==> config.mk <==
export PLATFORM = sky130hd
export DESIGN_NAME = hswap_dma_port
export DESIGN_NICKNAME = d
export VERILOG_FILES = /design/src/rtl/hsdp_pkg.sv /design/src/rtl/hsdp_addr_gen.sv /design/src/rtl/hsdp_lane_swap.sv /design/src/rtl/hsdp_beat_seq.sv /design/src/rtl/hswap_dma_port.sv
export SDC_FILE = /design/constraint.sdc
export NUM_CORES = 1
export LEC_CHECK = 0
export BUFFER_PORTS_ARGS = -buffer_cell sky130_fd_sc_hd__buf_2
export CORE_ASPECT_RATIO = 0.6
export CORE_MARGIN = 2
export CORE_UTILIZATION = 52
export CTS_CLUSTER_DIAMETER = 80
export CTS_CLUSTER_SIZE = 8
export DETAILED_ROUTE_END_ITERATION = 10
export GPL_TIMING_DRIVEN = 0
export HOLD_SLACK_MARGIN = 0.15
export PLACE_DENSITY = 0.86
export SYNTH_ARGS = -nofsm -noshare
export SYNTH_HDL_FRONTEND = slang
export SYNTH_SLANG_ARGS = --single-unit
==> constraint.sdc <==
create_clock -name clk -period 5.8 [get_ports clk]
set_input_delay 0.87 -clock clk [delete_from_list [all_inputs] [get_ports clk]]
set_output_delay 0.87 -clock clk [all_outputs]
set_load 0.02 [all_outputs]
==> src/rtl/hsdp_pkg.sv <==
package hsdp_pkg;
  typedef enum logic [1:0] {
    SEQ_IDLE = 2'd0,
    SEQ_RUN  = 2'd1,
    SEQ_FIN  = 2'd2
  } seq_state_t;
endpackage

==> src/rtl/hsdp_addr_gen.sv <==
module hsdp_addr_gen #(
  parameter int ADDR_W = 32,
  parameter int LEN_W  = 12
) (
  input  logic [ADDR_W-1:0] offset_i,
  input  logic [ADDR_W-1:0] base_i,
  input  logic [LEN_W-1:0]  len_i,
  input  logic              raw_i,
  output logic [ADDR_W-1:0] addr_o,
  output logic [LEN_W-1:0]  len_o,
  output logic              empty_o
);
  // Address merge: OR, never add; swap mode drops bit 0.
  function automatic logic [ADDR_W-1:0] merge_addr(
    input logic [ADDR_W-1:0] off, input logic [ADDR_W-1:0] base, input logic raw);
    logic [ADDR_W-1:0] a;
    a = off | base;
    if (!raw) a[0] = 1'b0;
    return a;
  endfunction

  function automatic logic [LEN_W-1:0] trim_len(input logic [LEN_W-1:0] l, input logic raw);
    logic [LEN_W-1:0] t;
    t = l;
    if (!raw) t[0] = 1'b0;
    return t;
  endfunction

  assign addr_o  = merge_addr(offset_i, base_i, raw_i);
  assign len_o   = trim_len(len_i, raw_i);
  assign empty_o = (len_o == '0);
endmodule

==> src/rtl/hsdp_lane_swap.sv <==
module hsdp_lane_swap #(
  parameter int DATA_W = 16
) (
  input  logic              en_i,
  input  logic [DATA_W-1:0] d_i,
  output logic [DATA_W-1:0] d_o
);
  localparam int HALVES = DATA_W / 16;

  for (genvar g = 0; g < HALVES; g++) begin : g_half
    assign d_o[g*16 +: 16] = en_i ? {d_i[g*16 +: 8], d_i[g*16+8 +: 8]} : d_i[g*16 +: 16];
  end
endmodule

==> src/rtl/hsdp_beat_seq.sv <==
module hsdp_beat_seq
  import hsdp_pkg::*;
#(
  parameter int ADDR_W      = 32,
  parameter int LEN_W       = 12,
  parameter int BEAT_BYTES  = 2,
  parameter int CHUNK_BEATS = 32
) (
  input  logic                  clk,
  input  logic                  rst_n,
  input  logic                  start_i,
  input  logic [ADDR_W-1:0]     start_addr_i,
  input  logic [LEN_W-1:0]      start_len_i,
  input  logic                  start_empty_i,
  input  logic                  chunked_i,
  input  logic                  mem_ready_i,
  output logic                  busy_o,
  output logic                  run_o,
  output logic                  beat_fire_o,
  output logic [ADDR_W-1:0]     addr_o,
  output logic [BEAT_BYTES-1:0] be_o,
  output logic                  head_o,
  output logic                  done_o
);
  localparam int CIDX_W = (CHUNK_BEATS > 1) ? $clog2(CHUNK_BEATS) : 1;
  localparam logic [CIDX_W-1:0] CIDX_LAST = CIDX_W'(CHUNK_BEATS - 1);
  localparam logic [LEN_W-1:0]  STEP_LEN  = LEN_W'(BEAT_BYTES);

  seq_state_t        state_q;
  logic [ADDR_W-1:0] addr_q;
  logic [LEN_W-1:0]  rem_q;
  logic [CIDX_W-1:0] cidx_q;
  logic              head_q;
  logic              chunked_q;
  logic              last_beat;
  logic              chunk_wrap;
  logic [LEN_W-1:0]  step_len;

  assign run_o       = (state_q == SEQ_RUN);
  assign busy_o      = (state_q != SEQ_IDLE);
  assign done_o      = (state_q == SEQ_FIN);
  assign beat_fire_o = run_o && mem_ready_i;
  assign last_beat   = (rem_q <= STEP_LEN);
  assign step_len    = last_beat ? rem_q : STEP_LEN;
  assign chunk_wrap  = (cidx_q == CIDX_LAST);
  assign addr_o      = addr_q;
  assign head_o      = run_o && head_q;

  for (genvar b = 0; b < BEAT_BYTES; b++) begin : g_be
    assign be_o[b] = (rem_q > LEN_W'(b));
  end

  always_ff @(posedge clk or negedge rst_n) begin
    if (!rst_n) begin
      state_q   <= SEQ_IDLE;
      addr_q    <= '0;
      rem_q     <= '0;
      cidx_q    <= '0;
      head_q    <= 1'b0;
      chunked_q <= 1'b0;
    end else begin
      case (state_q)
        SEQ_IDLE: begin
          if (start_i) begin
            addr_q    <= start_addr_i;
            rem_q     <= start_len_i;
            cidx_q    <= '0;
            head_q    <= 1'b1;
            chunked_q <= chunked_i;
            state_q   <= start_empty_i ? SEQ_FIN : SEQ_RUN;
          end
        end
        SEQ_RUN: begin
          if (beat_fire_o) begin
            addr_q <= addr_q + ADDR_W'(BEAT_BYTES);
            rem_q  <= rem_q - step_len;
            cidx_q <= chunk_wrap ? '0 : cidx_q + 1'b1;
            head_q <= chunked_q && chunk_wrap;
            if (last_beat) state_q <= SEQ_FIN;
          end
        end
        default: state_q <= SEQ_IDLE;
      endcase
    end
  end
endmodule

==> src/rtl/hswap_dma_port.sv <==
module hswap_dma_port #(
  parameter int ADDR_W      = 32,
  parameter int LEN_W       = 12,
  parameter int DATA_W      = 16,
  parameter int CHUNK_BYTES = 64
) (
  input  logic                  clk,
  input  logic                  rst_n,
  input  logic                  cfg_we,
  input  logic [ADDR_W-1:0]     cfg_wdata,
  output logic [ADDR_W-1:0]     cfg_rdata,
  input  logic                  req_valid,
  output logic                  req_ready,
  input  logic                  req_write,
  input  logic                  req_raw,
  input  logic [ADDR_W-1:0]     req_offset,
  input  logic [LEN_W-1:0]      req_len,
  input  logic [DATA_W-1:0]     wr_data,
  output logic                  wr_take,
  output logic [DATA_W-1:0]     rd_data,
  output logic                  rd_valid,
  output logic                  done,
  output logic                  mem_valid,
  input  logic                  mem_ready,
  output logic                  mem_write,
  output logic [ADDR_W-1:0]     mem_addr,
  output logic [DATA_W/8-1:0]   mem_be,
  output logic                  mem_head,
  output logic [DATA_W-1:0]     mem_wdata,
  input  logic [DATA_W-1:0]     mem_rdata
);
  localparam int BEAT_BYTES  = DATA_W / 8;
  localparam int CHUNK_BEATS = CHUNK_BYTES / BEAT_BYTES;

  logic [ADDR_W-1:0] base_q;
  logic              write_q;
  logic              raw_q;
  logic              busy;
  logic              req_fire;
  logic              beat_fire;
  logic [ADDR_W-1:0] trim_addr;
  logic [LEN_W-1:0]  trim_len;
  logic              trim_empty;

  assign req_ready = !busy;
  assign req_fire  = req_valid && req_ready;
  assign cfg_rdata = base_q;

  always_ff @(posedge clk or negedge rst_n) begin
    if (!rst_n) begin
      base_q  <= '0;
      write_q <= 1'b0;
      raw_q   <= 1'b1;
    end else begin
      if (cfg_we && !busy) base_q <= cfg_wdata;
      if (req_fire) begin
        write_q <= req_write;
        raw_q   <= req_raw;
      end
    end
  end

  hsdp_addr_gen #(.ADDR_W(ADDR_W), .LEN_W(LEN_W)) u_addr (
    .offset_i (req_offset),
    .base_i   (base_q),
    .len_i    (req_len),
    .raw_i    (req_raw),
    .addr_o   (trim_addr),
    .len_o    (trim_len),
    .empty_o  (trim_empty)
  );

  hsdp_beat_seq #(
    .ADDR_W(ADDR_W), .LEN_W(LEN_W), .BEAT_BYTES(BEAT_BYTES), .CHUNK_BEATS(CHUNK_BEATS)
  ) u_seq (
    .clk           (clk),
    .rst_n         (rst_n),
    .start_i       (req_fire),
    .start_addr_i  (trim_addr),
    .start_len_i   (trim_len),
    .start_empty_i (trim_empty),
    .chunked_i     (req_write && !req_raw),
    .mem_ready_i   (mem_ready),
    .busy_o        (busy),
    .run_o         (mem_valid),
    .beat_fire_o   (beat_fire),
    .addr_o        (mem_addr),
    .be_o          (mem_be),
    .head_o        (mem_head),
    .done_o        (done)
  );

  hsdp_lane_swap #(.DATA_W(DATA_W)) u_swap_wr (
    .en_i (!raw_q),
    .d_i  (wr_data),
    .d_o  (mem_wdata)
  );

  hsdp_lane_swap #(.DATA_W(DATA_W)) u_swap_rd (
    .en_i (!raw_q),
    .d_i  (mem_rdata),
    .d_o  (rd_data)
  );

  assign mem_write = write_q;
  assign wr_take   = beat_fire && write_q;
  assign rd_valid  = beat_fire && !write_q;
endmodule

==> flow_summary.toml, run 1 <==
[yosys]
syn_nets = 654
synthArstFlopShare_pct = 100
synth_cell_types = 62
ys_ff_latch = 87
ys_seq_area_share_pct = 42.1
synth_area_um2 = 5170
synth_ff_type = "dfrtp_1"
ys_warn_count = 0
synth_area_per_cell_um2 = 9.66
syn_inst = 535
synth-edff-count = 0

[cells_and_area]
fillers = 771
fin_cells = 905
multi_input_area_um2 = 2790
seqCellArea_um2 = 2180
drive_gt1_share_pct = 43.0
antenna_cells = 0
finalNetCount = 885
syn_to_final_growth_pct = 30.2

[route]
first_iter_violations = 776
routed_wl_um = 18600
drtPass1Iterations = 6
ant_nets = 0
route.detailed.drc = 0
wl_per_cell_um = 20.5
via_per_inst = 6.28
vias = 5687

[place]
port-buffer-count = 219
routabilityCongestion = 0.952
dp_cells = 890
preCtsSetupSlack_ns = 2.75
hpwl_um = 13800

[grt]
grt_overflow = 0
antenna_found_initial = 0
grt_start_max_net_pins = 73
first_global_vias = 5310
grt_pass1_wl_um = 28000
grt_use_total_pct = 33.6

[power_and_ir_drop]
power_density_nw_per_um2 = 295
leakagePower_nw = 3.15
pwr-share-seq_pct = 43.2
pwr-share-comb_pct = 29.7
ir_drop_uv = 207
power_mw = 1.98
p_switching_mw = 0.733
power_frac_clock_pct = 27.2
p_int_mw = 1.25
p_sw_share_pct = 37.0

[setup_path]
cp_num_buf_inv = 7
crit_path_start_kind = "register"
crit_top_cell = "buf_2"
worstPathRequired_ns = 4.93
critPathArrivalTime_ns = 2.67
slowest_delay_ns = 0.35
worstPathCellList = "clkbuf_1 > nand2b_1 > buf_2 > inv_1 > buf_2 > buf_2 > buf_2 > and3_1 > buf_2"
cpLargestDelayFamily = "buffers and inverters"
end_kind = "output pin"
crit_slowest_cell = "dfrtp_1"
crit_fanout = 10
crit_type = "register to output pin"

[floorplan]
rows = 28
die_h_um = 81.2
die_w_um = 133
io_pins = 220
die-area_um2 = 10800
core_area_um2 = 9770
start_util_pct = 52.9

[timing]
fmax_mhz = 283
tns_ns = 0
worst_slew_pin_slew_ns = 1.11
period_share_pct = 61.0
final_hold_viol_count = 0
clock_skew_ns = 0.00429
slew_violations = 0
setup_viol = 0
holdWs_ns = 0.390
finalCriticalPeriod_ns = 3.54
relSlewSlack_pct = 25.6
postLayoutSetupSlackWorst_ns = 2.26
rsz0062_at_grt = "no"

[run_status]
run_status = "complete, no violations"

[clock_network]
cts_made_buffers = 9
cts_hold_buffers = 0
htree_levels = 3
root_buffer = "clkbuf_16"
cts.sinks = 87
postCtsSetupRepairBufs = 0
cts_resized = 0
clkLatencyLatePin_ns = 0.35
cts_tree = "done"
path_clk_slew_ns = 0.06
clk_path_buf_depth = 2

[min_path]
hold_path.class = "input port to asynchronous set/reset pin"

[flow_run]
drv_cap = 0
-- state kept, by name, summed over array words and instances (netlist names) --
| signal | cells |
|---|---|
| cfg_rdata | 32 |
| u_seq.addr_o | 32 |
| u_seq.rem_q | 12 |
| u_seq.cidx_q | 5 |
| u_seq.state_q | 2 |
| mem_write | 1 |
| raw_q | 1 |
| u_seq.chunked_q | 1 |
| u_seq.head_q | 1 |
-- stage by stage --
stage | cell area (um2) | utilization, %
after floorplan | 5170 | -
after global placement | 6430 | 65.8
after detailed placement | 6460 | 66.1
after CTS | 6730 | 68.9
after global routing | 6730 | 68.9
final | 6730 | 68.9
-- kinds of logic after synthesis --
kind of cell / after synthesis / synth area share, %
and+or+nand+nor: 202 / 21.1
AOI/OAI and AO/OA: 120 / 15.2
DFF: 87 / 42.1
muxes: 78 / 16.7
buffers and inverters: 43 / 3.82
adders and majority gates: 4 / 0.968
other: 1 / 0.0725
-- routing by layer --
layer,routed length [um],track usage (%)
met5,0,0
met4,353,10.9
met3,2150,9.99
met2,8520,52.5
met1,7560,45.5
-- cells in the mapped netlist (2+ instances only) --
master	count	area, um2
dfrtp_1	86	2150
mux2_2	64	721
nand2_1	38	143
o21ai_0	35	175
nor2_1	32	120
nor3_1	27	135
nand3_1	25	125
a21oi_1	24	120
clkbuf_1	20	75.1
nand4_1	15	93.8
nor4_1	15	93.8
buf_2	14	70.1
mux2i_1	13	130
or3_1	12	75.1
a211oi_1	7	52.6
or2_2	7	43.8
a31oi_1	6	37.5
and4_1	6	52.6
o22a_1	6	52.6
a22oi_1	5	37.5
and3_1	5	31.3
inv_1	5	18.8
nand2b_1	5	31.3
o211ai_1	5	37.5
a311oi_1	4	35.0
ha_1	4	50.1
a22o_1	3	26.3
and2_1	3	18.8
o311ai_0	3	26.3
a2bb2oi_1	2	17.5
buf_6	2	22.5
o22ai_1	2	12.5
o2bb2ai_1	2	17.5
o31a_1	2	17.5
o31ai_1	2	15.0
o32ai_1	2	17.5
or4_1	2	15.0
-- worst register-to-register path, cell delays in order (launching register included) --
cell and delay, ns:
dfrtp_1 0.46, nor3_1 0.17, and4_1 0.25, or2_2 0.30, ha_1 0.23, nor3_1 0.51, and2_1 0.29, a41oi_1 0.14
o22a_1 0.24
-- cells in the final DEF (no fill, tap or decap), drive strengths merged, types with 3 or more instances in the layout --
master,instances
nand4,17
mux2,65
a211oi,7
clkinv,3
a21oi,24
nand2b,5
a31oi,6
or4,3
o21ai,35
buf,238
ha,4
nor3,27
a22oi,5
o22a,6
dfrtp,86
and2,3
nand3,25
nor2,32
inv,5
o211ai,5
and3,6
mux2i,13
a22o,3
clkbuf,31
or2,7
a311oi,4
nand2,38
and4,7
nor4,16
or3,12
o31a,3
o311ai,3
-- final timing paths --
| check | cells past startpoint | endpoint | slack (ns) | start |
|---|---|---|---|---|
| hold reg to reg | 2 | u_seq.cidx_q[4] | 0.48 | u_seq.cidx_q[4] |
| hold / removal | 1 | u_seq.rem_q[3] | 0.39 | rst_n |
| max in group asynchronous | 2 | u_seq.addr_o[20] | 4.76 | rst_n |
| setup / recovery | 9 | wr_take | 2.26 | u_seq.state_q[0] |
| min in group clk | 2 | u_seq.cidx_q[4] | 0.48 | u_seq.cidx_q[4] |
| setup reg to reg | 8 | u_seq.rem_q[10] | 3.10 | u_seq.rem_q[7] |
-- power by group through the flow --
stage	logic [mW]	clock network (mW)	registers (mW)
after detailed placement	0.579	0	0.855
after floorplan	0.293	0	0.899
after global routing	0.639	0.564	0.869
final	0.588	0.538	0.856
after global placement	0.556	0	0.849
after CTS	0.583	0.540	0.847
-- area by class of cell --
type                       count  area share, %
buffer                        38           2.66
clock buffer                  11           3.61
clock inverter                 4          0.335
inverter                       5          0.279
multi-input combinational    405           41.5
sequential                    87           32.4
tap                          135           2.51
timing repair buffer         220           16.7
Note: power is estimated with default switching activity, not from simulation.
==> inputs of run 2 (changes only) <==
--- a/config.mk
+++ b/config.mk
@@ -8,13 +8,13 @@
 export BUFFER_PORTS_ARGS = -buffer_cell sky130_fd_sc_hd__buf_2
 export CORE_ASPECT_RATIO = 0.6
 export CORE_MARGIN = 2
-export CORE_UTILIZATION = 52
+export CORE_UTILIZATION = 44
 export CTS_CLUSTER_DIAMETER = 80
 export CTS_CLUSTER_SIZE = 8
 export DETAILED_ROUTE_END_ITERATION = 10
 export GPL_TIMING_DRIVEN = 0
 export HOLD_SLACK_MARGIN = 0.15
-export PLACE_DENSITY = 0.86
+export PLACE_DENSITY = 0.78
 export SYNTH_ARGS = -nofsm -noshare
 export SYNTH_HDL_FRONTEND = slang
 export SYNTH_SLANG_ARGS = --single-unit
==> constraint.sdc (replaced) <==
create_clock -name clk -period 2.95 [get_ports clk]
set_input_delay 0.4425 -clock clk [delete_from_list [all_inputs] [get_ports clk]]
set_output_delay 0.4425 -clock clk [all_outputs]
set_load 0.02 [all_outputs]
==> run 2 against run 1 <==
- via count decreased by 0.37%
- first-iteration DRC count down 13%
- critical path depth stayed put
- worst hold slack worse by 0.083 ns
- clock skew increased by 0.0022 ns
- clock power increased by 110%
- setup slack got worse by 2.1 ns
- highest routed layer unchanged
- sequential power increased by 95%
- wire length grew 2.5%
- count of clock-buffer cells in the layout up 1
==> flow_summary.toml, run 2 (synthesis gave the netlist of run 1 again) <==
[flow_run]
drv_cap = 0

[setup_path]
critPathArrivalTime_ns = 2.37
worstPathCellList = "clkbuf_1 > nand2b_1 > buf_2 > inv_1 > clkbuf_4 > buf_6 > buf_4 > and3_1 > buf_2"
crit_top_cell = "buf_2"
crit_slowest_cell = "dfrtp_1"
crit_type = "register to output pin"
end_kind = "output pin"
crit_path_start_kind = "register"
slowest_delay_ns = 0.36
crit_fanout = 10
worstPathRequired_ns = 2.51

[route]
route.detailed.drc = 0
vias = 5666
routed_wl_um = 19000
via_per_inst = 6.09
drtPass1Iterations = 5
wl_per_cell_um = 20.5
ant_nets = 0
first_iter_violations = 672

[place]
placed_area_um2 = 6500
hpwl_um = 14200
port-buffer-count = 219
routabilityCongestion = 0.884

[grt]
grt_pass1_wl_um = 28900
grt_overflow = 0
grt_start_max_net_pins = 51
antenna_found_initial = 0
first_global_vias = 5479
grt_use_total_pct = 30.0

[timing]
finalCriticalPeriod_ns = 2.81
worst_slew_pin_slew_ns = 1.23
slew_violations = 0
fmax_mhz = 355
relSlewSlack_pct = 17.7
final_hold_viol_count = 0
setup_viol = 0
rsz0062_at_grt = "no"
period_share_pct = 95.4
clock_skew_ns = 0.00646
tns_ns = 0

[cells_and_area]
drive_gt1_share_pct = 42.9
final_area_um2 = 6800
syn_to_final_growth_pct = 31.6
finalNetCount = 885
antenna_cells = 0
mostFrequentLayoutCell = "buf_2"
fin_util_pct = 59.8
final_cell_mix = "buf_2 (229), dfrtp_1 (86), mux2_2 (64), nand2_1 (38), o21ai_0 (35)"

[power_and_ir_drop]
power_density_nw_per_um2 = 584
power_mw = 3.97
leakagePower_nw = 3.17
ir_drop_uv = 358

[floorplan]
die_w_um = 144
core_area_um2 = 11400
die-area_um2 = 12700
rows = 30
io_pins = 220
start_util_pct = 45.5
die_h_um = 88.0

[clock_network]
cts.sinks = 87
htree_levels = 3
path_clk_slew_ns = 0.06
root_buffer = "clkbuf_16"
cts_made_buffers = 9
clkLatencyLatePin_ns = 0.35
cts_tree = "done"
postCtsSetupRepairBufs = 0
clk_path_buf_depth = 2

[min_path]
hold_path.class = "input port to register"

[run_status]
run_status = "complete, no violations"
## run 2: routing by layer
layer | track usage, % | wire length, um
met4 | 10.2 | 515
met3 | 8.97 | 2200
met5 | 0 | 0
met2 | 46.7 | 8680
met1 | 40.5 | 7640
## run 2: timing repair
action                                  in CTS  in global routing
gates cloned                                 0                  0
hold buffers                                 1                  0
endpoints found under the setup margin       3                  3
resized for setup                            2                  2
hold endpoints to repair                    36                  0
## run 2: worst paths after layout
| path | from | to | slack, ns | depth (start not counted) |
|---|---|---|---|---|
| worst min-delay path | req_write | mem_write | 0.31 | 3 |
| worst max register to register | u_seq.rem_q[4] | u_seq.rem_q[10] | 0.28 | 8 |
| worst max-delay path | u_seq.state_q[1] | wr_take | 0.14 | 9 |
| max in group asynchronous | rst_n | cfg_rdata[19] | 1.69 | 3 |
| worst min register to register | u_seq.cidx_q[4] | u_seq.cidx_q[4] | 0.50 | 2 |
| min in group asynchronous | rst_n | u_seq.addr_o[4] | 0.63 | 2 |
## run 2: through the flow
stage               hold slack [ns]  setup slack, ns  std cells
floorplan                     0.147            0.748        535
global placement              0.460            0.268        914
detailed placement            0.460            0.225        915
CTS                           0.301           0.0481        931
global route                  0.318          0.00344        930
finish                        0.308            0.137        930
## run 2: report_power, final
part | switching (mW) | internal (mW) | total [mW] | leakage, nW
registers | 0.273 | 1.40 | 1.67 | 1.09
logic | 0.680 | 0.470 | 1.15 | 1.94
clock network | 0.475 | 0.676 | 1.15 | 0.143
total | 1.43 | 2.55 | 3.97 | 3.17
## run 2: layout make-up
cell class | count | area (um2)
buffer | 37 | 186
clock buffer | 12 | 246
clock inverter | 3 | 43.8
fill | 1006 | 4570
inverter | 5 | 18.8
multi-input combinational | 405 | 2790
sequential | 87 | 2180
tap | 160 | 200
timing repair buffer | 221 | 1140
## run 2: critical path, delay by kind of cell (launching register included)
family	cells	cell delay (ns)
buffers and inverters	7	1.31
flip-flops	1	0.36
AND/OR/NAND/NOR	2	0.36
==> inputs of run 3 (changes only) <==
--- a/config.mk
+++ b/config.mk
@@ -8,13 +8,15 @@
 export BUFFER_PORTS_ARGS = -buffer_cell sky130_fd_sc_hd__buf_2
 export CORE_ASPECT_RATIO = 0.6
 export CORE_MARGIN = 2
-export CORE_UTILIZATION = 44
+export CORE_UTILIZATION = 45
 export CTS_CLUSTER_DIAMETER = 80
 export CTS_CLUSTER_SIZE = 8
 export DETAILED_ROUTE_END_ITERATION = 10
+export GPL_ROUTABILITY_DRIVEN = 1
 export GPL_TIMING_DRIVEN = 0
 export HOLD_SLACK_MARGIN = 0.15
 export PLACE_DENSITY = 0.78
 export SYNTH_ARGS = -nofsm -noshare
 export SYNTH_HDL_FRONTEND = slang
+export SYNTH_HIERARCHICAL = 1
 export SYNTH_SLANG_ARGS = --single-unit
==> run 3 against run 2 <==
- cell count grew 2.5%
- power is 93% higher
- count of clock-buffer cells in the layout decreased by 1
- sequential power up 41%
- sequential share of layout area is 1.5 points lower
- critical path depth unchanged
- core utilization fell by 0.43 points
- via count down 3.6%
==> flow_summary.toml, run 3 <==
[yosys]
synth_top_area_share_pct = 39.0
syn_nets = 671
synth_area_um2 = 5510
synth-edff-count = 0
ys_warn_count = 6
synth_area_per_cell_um2 = 9.99
synth_common_cells = "dfrtp_1 (86), mux2_4 (50), a21oi_1 (47)"
syn_inst = 552
yosysMostFrequentCell = "dfrtp_1"
synthArstFlopShare_pct = 100
synth.largest_area_cell = "dfrtp_1"
ys_ff_latch = 87
synth_area_leaders = "dfrtp_1 (39%), mux2_4 (14%), a21oi_1 (4.3%), or2_2 (3.9%), mux2_2 (3.3%)"
ys_seq_area_share_pct = 39.5
synth_cell_types = 60
synth_ff_type = "dfrtp_1"

[floorplan]
rows = 31
die-area_um2 = 13200
start_util_pct = 45.9
core_area_um2 = 12000
die_h_um = 89.7
die_w_um = 147
io_pins = 220

[clock_network]
cts_tree = "done"
path_clk_slew_ns = 0.06
cts_made_buffers = 9
htree_levels = 3
clk_path_buf_depth = 2
root_buffer = "clkbuf_16"
clkLatencyLatePin_ns = 0.35
cts.sinks = 87
postCtsSetupRepairBufs = 0

[timing]
period_share_pct = 97.2
worst_slew_pin_slew_ns = 0.729
slew_violations = 0
setup_viol = 0
clock_skew_ns = 0.00784
finalCriticalPeriod_ns = 2.87
fmax_mhz = 349
final_hold_viol_count = 0
relSlewSlack_pct = 51.2
tns_ns = 0
rsz0062_at_grt = "yes"

[place]
routabilityCongestion = 0.855
port-buffer-count = 219
hpwl_um = 13400
placed_area_um2 = 6850

[grt]
grtUsageMet1_pct = 37.2
grt.busiest_layer = "met2"
grt_pass1_wl_um = 27800
grt_overflow = 0
use_met3_pct = 7.51
grt_use_total_pct = 26.4
grt_start_max_net_pins = 65
antenna_found_initial = 0
first_global_vias = 5246
grt_use_met2_pct = 41.2

[cells_and_area]
drive_gt1_share_pct = 48.4
final_cell_mix = "buf_2 (226), dfrtp_1 (86), mux2_4 (50), a21oi_1 (47), nand2_1 (46)"
seqCellArea_um2 = 2180
mostFrequentLayoutCell = "buf_2"
final_area_um2 = 7140
antenna_cells = 0
fillers = 1079
syn_to_final_growth_pct = 29.5
multi_input_area_um2 = 2950
finalNetCount = 902

[route]
routed_wl_um = 17600
wl_per_cell_um = 18.5
via_per_inst = 5.73
vias = 5463
route.detailed.drc = 0
first_iter_violations = 404
drtPass1Iterations = 5
ant_nets = 0

[setup_path]
crit_path_start_kind = "register"
crit_fanout = 10
critPathArrivalTime_ns = 2.43
crit_type = "register to output pin"
worstPathRequired_ns = 2.51
end_kind = "output pin"

[power_and_ir_drop]
ir_drop_uv = 517
leakagePower_nw = 3.38
power_density_nw_per_um2 = 1070
power_mw = 7.67

[min_path]
hold_path.class = "input port to register"

[flow_run]
drv_cap = 0

[run_status]
run_status = "complete, no violations"
-- run 3: layout make-up --
class | instances | share of cell area, %
sequential | 87 | 30.5
buffer | 45 | 4.94
inverter | 8 | 0.420
tap | 165 | 2.89
timing repair buffer | 221 | 15.9
multi-input combinational | 411 | 41.4
clock buffer | 11 | 3.54
clock inverter | 5 | 0.438
-- run 3: routing by layer --
metal | vias up | part of all wire (%)
met5 | - | 0
met2 | 345 | 45
met3 | 27 | 11
met1 | 2624 | 44
li1 | 2467 | -
met4 | 0 | 1.1
-- run 3: kinds of logic (layout without fill, tap and decap cells) --
group           after synthesis  in the layout  share of synthesized area, %
fa+ha+maj                     4              4                         0.908
flops                        87             87                          39.5
compound gates              134            134                          15.5
simple gates                206            206                          20.1
buf+inv                      54            290                          7.01
mux                          66             66                          16.9
other cells                   1              1                        0.0680
-- run 3: where the power goes --
| group | switching [mW] | internal, mW |
|---|---|---|
| logic | 2.37 | 1.84 |
| registers | 0.600 | 1.76 |
| clock network | 0.478 | 0.615 |
-- run 3: final timing paths --
check | start | endpoint | slack (ns) | depth (start not counted)
worst min register to register | u_seq/addr_o[0] | u_seq/addr_o[0] | 0.49 | 2
worst max register to register | u_seq/rem_q[6] | u_seq/rem_q[8] | 0.18 | 10
max in group asynchronous | rst_n | raw_q | 1.71 | 3
min in group asynchronous | rst_n | cfg_rdata[12] | 0.54 | 2
worst max-delay path | u_seq/state_q[0] | mem_head | 0.08 | 9
worst min-delay path | cfg_wdata[8] | cfg_rdata[8] | 0.32 | 2
-- run 3: timing repair --
action,in CTS,in global routing
endpoints found under the hold margin,23,0
gates resized for setup,0,1
hold buffers,1,0
endpoints found under the setup margin,0,11
-- run 3: worst max-delay path, stage by stage, from the launching register on --
cell      delay, ns
dfrtp_1        0.32
clkbuf_1       0.29
nand2b_1       0.10
buf_4          0.18
inv_1          0.07
buf_4          0.16
buf_2          0.29
buf_2          0.31
and2_1         0.18
buf_2          0.16
-- run 3: per-stage QoR --
step           util, %  hold WS, ns  instances  setup WS, ns
6_report          59.4        0.325        953        0.0820
5_1_grt           59.4        0.318        953       -0.0124
4_1_cts           59.4        0.317        954         0.107
3_5_place_dp      56.9        0.374        937         0.164
3_3_place_gp      56.7        0.462        936         0.179
2_1_floorplan        -        0.147        552         0.485
